### config.mk
export PLATFORM = sky130hd
export DESIGN_NAME = exp_fifo
export DESIGN_NICKNAME = d
export VERILOG_FILES = /design/src/rtl/exp_fifo_pkg.sv /design/src/rtl/exp_fifo_edge.sv /design/src/rtl/exp_fifo_ram.sv /design/src/rtl/exp_fifo_token.sv /design/src/rtl/exp_fifo.sv
export SDC_FILE = /design/constraint.sdc
export NUM_CORES = 2
export LEC_CHECK = 0
export BUFFER_PORTS_ARGS = -buffer_cell sky130_fd_sc_hd__buf_2
export CORE_AREA = 2 2 854 856
export CTS_BUF_LIST = sky130_fd_sc_hd__clkbuf_8
export DETAILED_ROUTE_END_ITERATION = 8
export DIE_AREA = 0 0 856 858
export PLACE_DENSITY = 0.38
export SETUP_SLACK_MARGIN = 0.5
export SLEW_MARGIN = 20
export SYNTH_ARGS = -nofsm -noshare
export SYNTH_HDL_FRONTEND = slang
export SYNTH_MEMORY_MAX_BITS = 65536
export SYNTH_SLANG_ARGS = --single-unit
### constraint.sdc
create_clock -name clk -period 9.3 [get_ports clk]
set_input_delay 0.93 -clock clk [delete_from_list [all_inputs] [get_ports clk]]
set_output_delay 0.93 -clock clk [all_outputs]
set_load 0.01 [all_outputs]
### src/rtl/exp_fifo_pkg.sv
package exp_fifo_pkg;

    typedef enum logic {
        MODE_SINGLE = 1'b0,
        MODE_CHAIN  = 1'b1
    } fifo_mode_e;

    typedef struct packed {
        logic fall;
        logic rise;
    } strobe_ev_t;

    // Occupancy after a read rewind: every word from location 0 up to the
    // write position is readable again; a write position back at 0 after a
    // completed lap means the whole store is readable.
    function automatic int unsigned rewind_level(input int unsigned wpos,
                                                 input logic        lapped,
                                                 input int unsigned depth);
        if (wpos == 0 && lapped)
            return depth;
        return wpos;
    endfunction

endpackage

### src/rtl/exp_fifo_edge.sv
module exp_fifo_edge
    import exp_fifo_pkg::*;
#(
    parameter int N = 3
) (
    input  logic                   clk,
    input  logic                   rst_n,
    input  logic [N-1:0]           lvl_n,
    output strobe_ev_t [N-1:0]     ev
);

    for (genvar i = 0; i < N; i++) begin : g_bit
        logic prev_n;

        always_ff @(posedge clk) begin
            if (!rst_n)
                prev_n <= 1'b1;
            else
                prev_n <= lvl_n[i];
        end

        assign ev[i].fall = prev_n & ~lvl_n[i];
        assign ev[i].rise = ~prev_n & lvl_n[i];
    end

endmodule

### src/rtl/exp_fifo_ram.sv
module exp_fifo_ram #(
    parameter int WIDTH = 9,
    parameter int DEPTH = 512,
    localparam int AW   = $clog2(DEPTH)
) (
    input  logic             clk,
    input  logic             we,
    input  logic [AW-1:0]    waddr,
    input  logic [WIDTH-1:0] wdata,
    input  logic             re,
    input  logic [AW-1:0]    raddr,
    output logic [WIDTH-1:0] rdata
);

    logic [WIDTH-1:0] mem [DEPTH];

    always_ff @(posedge clk) begin
        if (we)
            mem[waddr] <= wdata;
        if (re)
            rdata <= mem[raddr];
    end

endmodule

### src/rtl/exp_fifo_token.sv
module exp_fifo_token (
    input  logic clk,
    input  logic rst_n,
    input  logic init_have,
    input  logic chain,
    input  logic xi_n,
    input  logic pass,
    output logic have,
    output logic xo_n
);

    always_ff @(posedge clk) begin
        if (!rst_n) begin
            have <= init_have;
            xo_n <= 1'b1;
        end else begin
            xo_n <= ~(chain & pass);
            if (chain && pass)
                have <= 1'b0;
            else if (chain && !xi_n)
                have <= 1'b1;
        end
    end

    // the hand-over pulse lasts exactly one clock
    a_r11_single_pulse: assert property (@(posedge clk) disable iff (!rst_n)
        !xo_n |=> xo_n);

    // a link that hands its token on no longer holds it
    a_r11_release: assert property (@(posedge clk) disable iff (!rst_n)
        (chain && pass) |=> !have);

endmodule

### src/rtl/exp_fifo.sv
module exp_fifo
    import exp_fifo_pkg::*;
#(
    parameter int WIDTH = 9,
    parameter int DEPTH = 512
) (
    input  logic             clk,
    input  logic             rst_n,
    input  logic             rd_n,
    input  logic             wr_n,
    input  logic [WIDTH-1:0] din,
    input  logic             fl_rt_n,
    input  logic             xi_wr_n,
    input  logic             xi_rd_n,
    output logic [WIDTH-1:0] dout,
    output logic             dout_oe,
    output logic             full,
    output logic             empty,
    output logic             xo_wr_n,
    output logic             xo_rd_n
);

    localparam int AW = $clog2(DEPTH);
    localparam int CW = $clog2(DEPTH + 1);
    localparam logic [AW-1:0] LAST = AW'(DEPTH - 1);
    localparam int EV_RD = 0;
    localparam int EV_WR = 1;
    localparam int EV_RT = 2;

    strobe_ev_t [2:0] ev;
    fifo_mode_e       mode;
    logic             chain;
    logic             strap_single;
    logic             init_have;
    logic [AW-1:0]    wptr, rptr;
    logic [CW-1:0]    count;
    logic             lapped;
    logic             wr_arm, rd_arm;
    logic             wr_have, rd_have;
    logic             wr_start, wr_commit, rd_start, rd_commit, rt_go;
    logic             oe_q;
    logic [WIDTH-1:0] rdata;

    // Mode straps: both token inputs low during reset selects standalone use
    assign strap_single = ~xi_wr_n & ~xi_rd_n;
    assign init_have    = strap_single | ~fl_rt_n;

    always_ff @(posedge clk) begin
        if (!rst_n)
            mode <= strap_single ? MODE_SINGLE : MODE_CHAIN;
    end
    assign chain = (mode == MODE_CHAIN);

    exp_fifo_edge #(.N(3)) u_edge (
        .clk   (clk),
        .rst_n (rst_n),
        .lvl_n ({fl_rt_n, wr_n, rd_n}),
        .ev    (ev)
    );

    assign full  = (count == CW'(DEPTH));
    assign empty = (count == '0);

    assign wr_start  = ev[EV_WR].fall & ~full & wr_have;
    assign wr_commit = ev[EV_WR].rise & wr_arm;
    assign rd_start  = ev[EV_RD].fall & ~empty & rd_have;
    assign rd_commit = ev[EV_RD].rise & rd_arm;
    assign rt_go     = ev[EV_RT].rise & ~chain & rd_n & wr_n & ~rd_arm & ~wr_arm;

    always_ff @(posedge clk) begin
        if (!rst_n) begin
            wptr   <= '0;
            rptr   <= '0;
            count  <= '0;
            lapped <= 1'b0;
            wr_arm <= 1'b0;
            rd_arm <= 1'b0;
            oe_q   <= 1'b0;
        end else begin
            if (wr_start)
                wr_arm <= 1'b1;
            else if (ev[EV_WR].rise)
                wr_arm <= 1'b0;

            if (rd_start)
                rd_arm <= 1'b1;
            else if (ev[EV_RD].rise)
                rd_arm <= 1'b0;

            if (wr_commit) begin
                wptr <= (wptr == LAST) ? '0 : wptr + 1'b1;
                if (wptr == LAST)
                    lapped <= 1'b1;
            end

            if (rt_go)
                rptr <= '0;
            else if (rd_commit)
                rptr <= (rptr == LAST) ? '0 : rptr + 1'b1;

            if (rt_go)
                count <= CW'(rewind_level(int'(wptr), lapped, DEPTH));
            else if (wr_commit && !rd_commit)
                count <= count + 1'b1;
            else if (rd_commit && !wr_commit)
                count <= count - 1'b1;

            oe_q <= ~rd_n & rd_have;
        end
    end

    exp_fifo_ram #(.WIDTH(WIDTH), .DEPTH(DEPTH)) u_ram (
        .clk   (clk),
        .we    (wr_commit),
        .waddr (wptr),
        .wdata (din),
        .re    (rd_start),
        .raddr (rptr),
        .rdata (rdata)
    );

    exp_fifo_token u_wr_tok (
        .clk       (clk),
        .rst_n     (rst_n),
        .init_have (init_have),
        .chain     (chain),
        .xi_n      (xi_wr_n),
        .pass      (wr_commit && (wptr == LAST)),
        .have      (wr_have),
        .xo_n      (xo_wr_n)
    );

    exp_fifo_token u_rd_tok (
        .clk       (clk),
        .rst_n     (rst_n),
        .init_have (init_have),
        .chain     (chain),
        .xi_n      (xi_rd_n),
        .pass      (rd_commit && (rptr == LAST)),
        .have      (rd_have),
        .xo_n      (xo_rd_n)
    );

    assign dout_oe = oe_q;
    assign dout    = oe_q ? rdata : '0;

    // occupancy never passes the store size
    a_r4_no_overflow: assert property (@(posedge clk) disable iff (!rst_n)
        count <= CW'(DEPTH));

    // full only falls through a completed read or a rewind
    a_r4_full_holds: assert property (@(posedge clk) disable iff (!rst_n)
        (full && !rd_commit && !rt_go) |=> full);

    // empty only falls through a completed write or a rewind
    a_r5_empty_holds: assert property (@(posedge clk) disable iff (!rst_n)
        (empty && !wr_commit && !rt_go) |=> empty);

    // an inactive read strobe switches the output off on the next clock
    a_r7_oe_off: assert property (@(posedge clk) disable iff (!rst_n)
        rd_n |=> !dout_oe);

    // rewind moves only the read position
    a_r8_rewind_keeps_wptr: assert property (@(posedge clk) disable iff (!rst_n)
        rt_go |=> (rptr == '0 && wptr == $past(wptr)));

    // no cycle completes at a link that lacks the matching token
    a_r10_commit_needs_token: assert property (@(posedge clk) disable iff (!rst_n)
        (wr_commit |-> wr_have) and (rd_commit |-> rd_have));

    // in a chain the read position only moves on completed reads
    a_r12_chain_rptr_steady: assert property (@(posedge clk) disable iff (!rst_n)
        (chain && !rd_commit) |=> rptr == $past(rptr));

endmodule

## Word-level counts from Yosys, hierarchy flattened

Memories as Yosys holds them, arrays and structs flattened. A register that Yosys moved wholly into a read port is not among the register bits.
Index checks and enable logic that the tools add are counted.

- Register bits after elaboration: 40
- Bits in writable memories: 4608
- Input port bits: 16
- Output and inout bits: 14
- Memories: 1

- Add/subtract/negate cells: 4
- Eq/ne operators: 5
- Mux-type cells: 24
- Bitwise logic cells: 37
- Reduce and logical (&&, ||, !) cells: 20

Memory list:

| memory | words | width | rd ports | clocked after Yosys merged registers in | wr ports | RTL line | text |
|---|---|---|---|---|---|---|---|
| u_ram.mem | 512 | 9 | 1 | 1 | 1 | exp_fifo_ram.sv:15 | `logic [WIDTH-1:0] mem [DEPTH];` |

Operators by type and width:

| operator | number |
|---|---|
| two-way mux 10 bit | 5 |
| two-way mux 9 bit | 3 |
| bitwise AND 1 bit | 20 |
| adder 9 x 1 -> 9 bit (second input constant) | 2 |
| == test 9 bit (second input constant) | 2 |
| two-way mux 1 bit | 16 |
| NOT 1 bit | 16 |
| adder 10 x 1 -> 10 bit (second input constant) | 1 |
| == test 10 bit (second input constant) | 1 |
| logical NOT 10 bit | 1 |
| subtractor 10 x 1 -> 10 bit (second input constant) | 1 |
| logical AND 1 bit | 9 |
| logical NOT 9 bit | 1 |
| != test 3 x 1 -> 1 bit (second input constant) | 2 |
| logical NOT 1 bit | 4 |
| nonzero test 2 bit | 2 |
| nonzero test 3 bit | 1 |
| AND reduction 2 bit | 1 |
| OR reduction 2 bit | 1 |
| OR 1 bit | 1 |

## Longest topological paths before layout

- Depth after elaboration: 11
- Mapped depth: 15
- Depth with buffers taken out: 14

## Modules after synthesis

A second synthesis with hierarchy kept.

- Cells, all modules: 9154
- Area total of the unflattened synthesis: 181917.0 µm²

By module, submodules not included:

| module | instances | cells each | area each (µm²) | sequential area each (µm²) |
|---|---|---|---|---|
| exp_fifo_ram | 1 | 8888 | 179704.9 | 138643.0 |
| exp_fifo | 1 | 240 | 1930.6 | 670.6 |
| exp_fifo_token | 2 | 7 | 82.6 | 50.0 |
| exp_fifo_edge | 1 | 12 | 116.4 | 60.1 |

## Worst setup path after synthesis

OpenSTA, ideal clock, no wires.

- Path type: input to register
- Start point: input rd_n
- End point: register count[9]
- Library setup time: 0.075 ns
- Arrival: 3.481 ns
- Required time: 9.225 ns
- Path slack: 5.745 ns
- Stages: 14
- Path through: nand2b_1 > or2_2 > clkbuf_1 > nand2_1 > ha_1 > a21o_1 > a211oi_1 > o21bai_1 > a21o_1 > a21oi_1 > o21ai_0 > xnor2_1 > or3_1 > a31oi_1

- Cells in the longest elaborated chain, start to end: 6

RTL lines:

| item | RTL line | text |
|---|---|---|
| from (decl) | exp_fifo.sv:9 | `input logic rd_n,` |
| bitwise AND 1 bit | exp_fifo_edge.sv:23 | `assign ev[i].rise = ~prev_n & lvl_n[i];` |
| bitwise AND 1 bit | exp_fifo.sv:67 | `assign rd_commit = ev[EV_RD].rise & rd_arm;` |
| logical NOT 1 bit | exp_fifo.sv:103 | `else if (wr_commit && !rd_commit)` |
| logical AND 1 bit | exp_fifo.sv:103 |  |
| two-way mux 10 bit | exp_fifo.sv:103 |  |
| two-way mux 10 bit | exp_fifo.sv:101 | `if (rt_go)` |
| to (signal assigned) | exp_fifo.sv:102 | `count <= CW'(rewind_level(int'(wptr), lapped, DEPTH));` |
| to (signal assigned) | exp_fifo.sv:104 | `count <= count + 1'b1;` |
| to (signal assigned) | exp_fifo.sv:106 | `count <= count - 1'b1;` |
| to (decl) | exp_fifo.sv:36 | `logic [CW-1:0] count;` |

Several ways; a longest one is shown, not always the timed one.
A chain may end at the register's enable or synchronous reset.

==> impl_metrics.tcl <==
set metrics [dict create \
    status "finished, final reports clean" \
    final_nets 9130 \
    min_period_ns 6.028 \
    synth_cell_type_count 76 \
    ctsHtreeMaxLevel 6 \
    reg2reg_slack_ns 3.27 \
    wirelength_um 606900 \
    io_pins 30 \
    gr-total-overflow 0 \
    cts-buffers-inserted 808 \
    endpoint_kind "flip-flop" \
    drtIter0Drc 9424 \
    clk_pin_slew_ns 0.07 \
    core-area_sq_um 724900 \
    netlist.area_leader.share_pct 76.66 \
    startpoint_type "flip-flop" \
    grt_pass1_vias 95386 \
    ant_nets 0 \
    timing.rr.start "rptr[2]" \
    grt_max_degree 168 \
    antenna_found_initial 58 \
    holdBufCountCts 15 \
    post-place-ws_ns 3.114 \
    hold_start "din[7]" \
    startpoint "rptr[2]" \
    fmax_mhz 165.9 \
    yosysWarnings 0 \
    die_area_sq_um 734400 \
    num_vias 90725 \
    hold_viol 0 \
    final_max_slew_viol_count 0 \
    avgRoutedWirePerCell_um 31.34 \
    grt_first_pass_wirelength_um 827300 \
    finalCritPeriodShare_pct 64.82 \
    postCtsSetupRepairBufs 0 \
    initial_core_util_pct 24.96 \
    path_max_fanout 49 \
    ys_seq_elements 4657 \
    routabilityCongestion 0.7717 \
    tritoncts "yes" \
    r2r_end "u_ram.rdata[8]" \
    syn_area_sq_um 181000 \
    cts_max_path_buffers 4 \
    synth_area_leader_cell "edfxtp_1" \
    hpwlAfterDp_um 363300 \
    drc 0 \
    slowest_stage "dfxtp_4" \
    hold_depth 1 \
    avgViaCountPerCell 4.685 \
    whs_endpoint "u_ram.mem[344][7]" \
    fin_skew_ns 0.08891 \
    die_h_um 858 \
    syn-num-nets 8550 \
    track_usage_pct 16.03 \
    peakVddDrop_uv 143.2 \
    worst_pin_slew_ns 1.282 \
    cts.sinks 4657 \
    final_cell_mix "edfxtp_1 (4620), mux4_2 (1106), clkbuf_8 (810)" \
    ys_seq_area_share_pct 77.07 \
    path_cells "buf_12 -> nor2b_4 -> buf_4 -> nand2_4 -> buf_4 -> o22ai_1 -> a2111oi_0 -> a2111oi_0 -> nor2_1 -> o21ai_0 -> nand4_1 -> a31oi_1" \
    drive_gt1_share_pct 26.45 \
    place.port_buffers 29 \
    setup_viol 0 \
    relSlewSlack_pct 14.55 \
    rows 313 \
    synthArstFlopShare_pct 0 \
    setup_slack_ns 3.272 \
    synth_flop_cell "edfxtp_1" \
    worst_hold_path_type "in2reg" \
    dieWidth_um 856 \
    r2r_cells 12 \
    p_leak_uw 0.06125 \
    synth_edf_count 4620 \
    rsz0062_at_grt "false" \
    cap_viol_max_count 0 \
    postSynthCellCount 8518 \
    syn_avg_cell_area_sq_um 21.24 \
    area_growth_pct 15.13 \
    synth.area.top_cells "edfxtp_1 (77%), mux4_2 (14%), mux2i_1 (2.0%)" \
    layout_commonest_cell "edfxtp_1" \
    tns_ns 0 \
    slowest_delay_ns 0.93 \
    drtPass1Iterations 5 \
    cp.required_ns 10.35 \
    fillCellCount 70997 \
    crit_type "reg2reg" \
    power.density_nw_per_um2 197.6 \
    cts_root_buf "clkbuf_8" \
    clock_latency_ns 1.33 \
    post_cts_resized 0 \
    arrival_ns 7.08 \
]
flip-flops by register name, indices dropped and copies added, names as in the netlist:
register             count
u_wr_tok.xo_n            1
lapped                   1
wptr                     9
count                   10
rd_arm                   1
wr_arm                   1
u_rd_tok.have            1
u_rd_tok.xo_n            1
u_edge.g_bit.prev_n      3
u_ram.rdata              9
dout_oe                  1
rptr                     9
chain                    1
u_wr_tok.have            1
u_ram.mem             4608
power by group:
group	switching, uW	leakage, uW	internal [uW]
combinational	562	0.0110	170
clock	8760	0.00840	8580
sequential	15.0	0.0418	23100
metal layers:
layer	up-vias	wire, um	global-route usage (%)
li1	36905	-	-
met4	6	13380	3.718
met5	-	34	0
met2	2899	293900	26.70
met1	50130	268400	22.16
met3	785	31210	2.391
Yosys cell counts (all sizes together), types with 6 or more instances:
master,count
edfxtp,4620
a221oi,54
nand4,11
clkbuf,204
mux4,1106
or2,8
and2,18
a2111oi,22
a21o,9
a311oi,8
a211oi,56
nor2b,37
inv,18
a22o,6
nor3,29
a22oi,41
mux2,28
nor4,11
a21oi,137
o311ai,7
a31oi,26
dfxtp,37
xor2,9
o211ai,21
ha,15
nand3,56
o221ai,56
xnor2,11
o2111ai,14
nand2b,17
nor2,640
mux2i,367
o22ai,75
o21ai,122
buf,316
nand2,244
per-stage QoR:
step                std cells  hold slack, ns  util, %  area, sq um  power (uW)
finish                  19367          0.1403    28.74       208300       41180
detailed placement      17878          0.4801    26.68       193400       24290
global placement        17866          0.4707    26.62       193000       24260
CTS                     19342         0.01102    28.71       208100       41710
global route            19345         0.06487    28.73       208300       42610
floorplan                8518          0.4364        -       181000       23740
cells by family (layout without fill, tap and decap cells):
family          Yosys count  count (layout)  synth area share (%)
flops                  4657            4657                 77.07
mux                    1501            1501                 15.97
simple gates           1092            1092                 2.506
compound gates          693             693                 2.611
buf+inv                 539            1758                 1.630
xor+xnor                 20              20               0.09680
fa+ha+maj                16              16                0.1148
other cells               0              23                     0
worst max-delay path by stage:
stage,end,depth (start not counted)
4_1_cts,u_ram.rdata[8],12
3_3_place_gp,u_ram.rdata[3],9
3_5_place_dp,u_ram.rdata[8],12
6_report,u_ram.rdata[8],12
2_1_floorplan,count[9],14
5_1_grt,u_ram.rdata[8],12
layout make-up:
class / instances / area [sq um] / share of cell area (%)
Tap cell: 9607 / 12020 / 5.769
Clock buffer: 810 / 11150 / 5.351
Multi-Input combinational cell: 3322 / 39230 / 18.83
Timing Repair Buffer: 290 / 2854 / 1.370
Sequential cell: 4657 / 139500 / 66.96
Clock inverter: 639 / 3456 / 1.659
Inverter: 19 / 83.83 / 0.04024
Antenna cell: 23 / 57.56 / 0.02762
worst max-delay path: cells and delay by family (launching register included):
kind | cells | cell delay (ns)
AOI/OAI and AO/OA | 5 | 1.88
DFF | 1 | 0.93
and+or+nand+nor | 4 | 1.53
buffers and inverters | 3 | 1.27
Note: power is estimated with default switching activity, not from simulation.
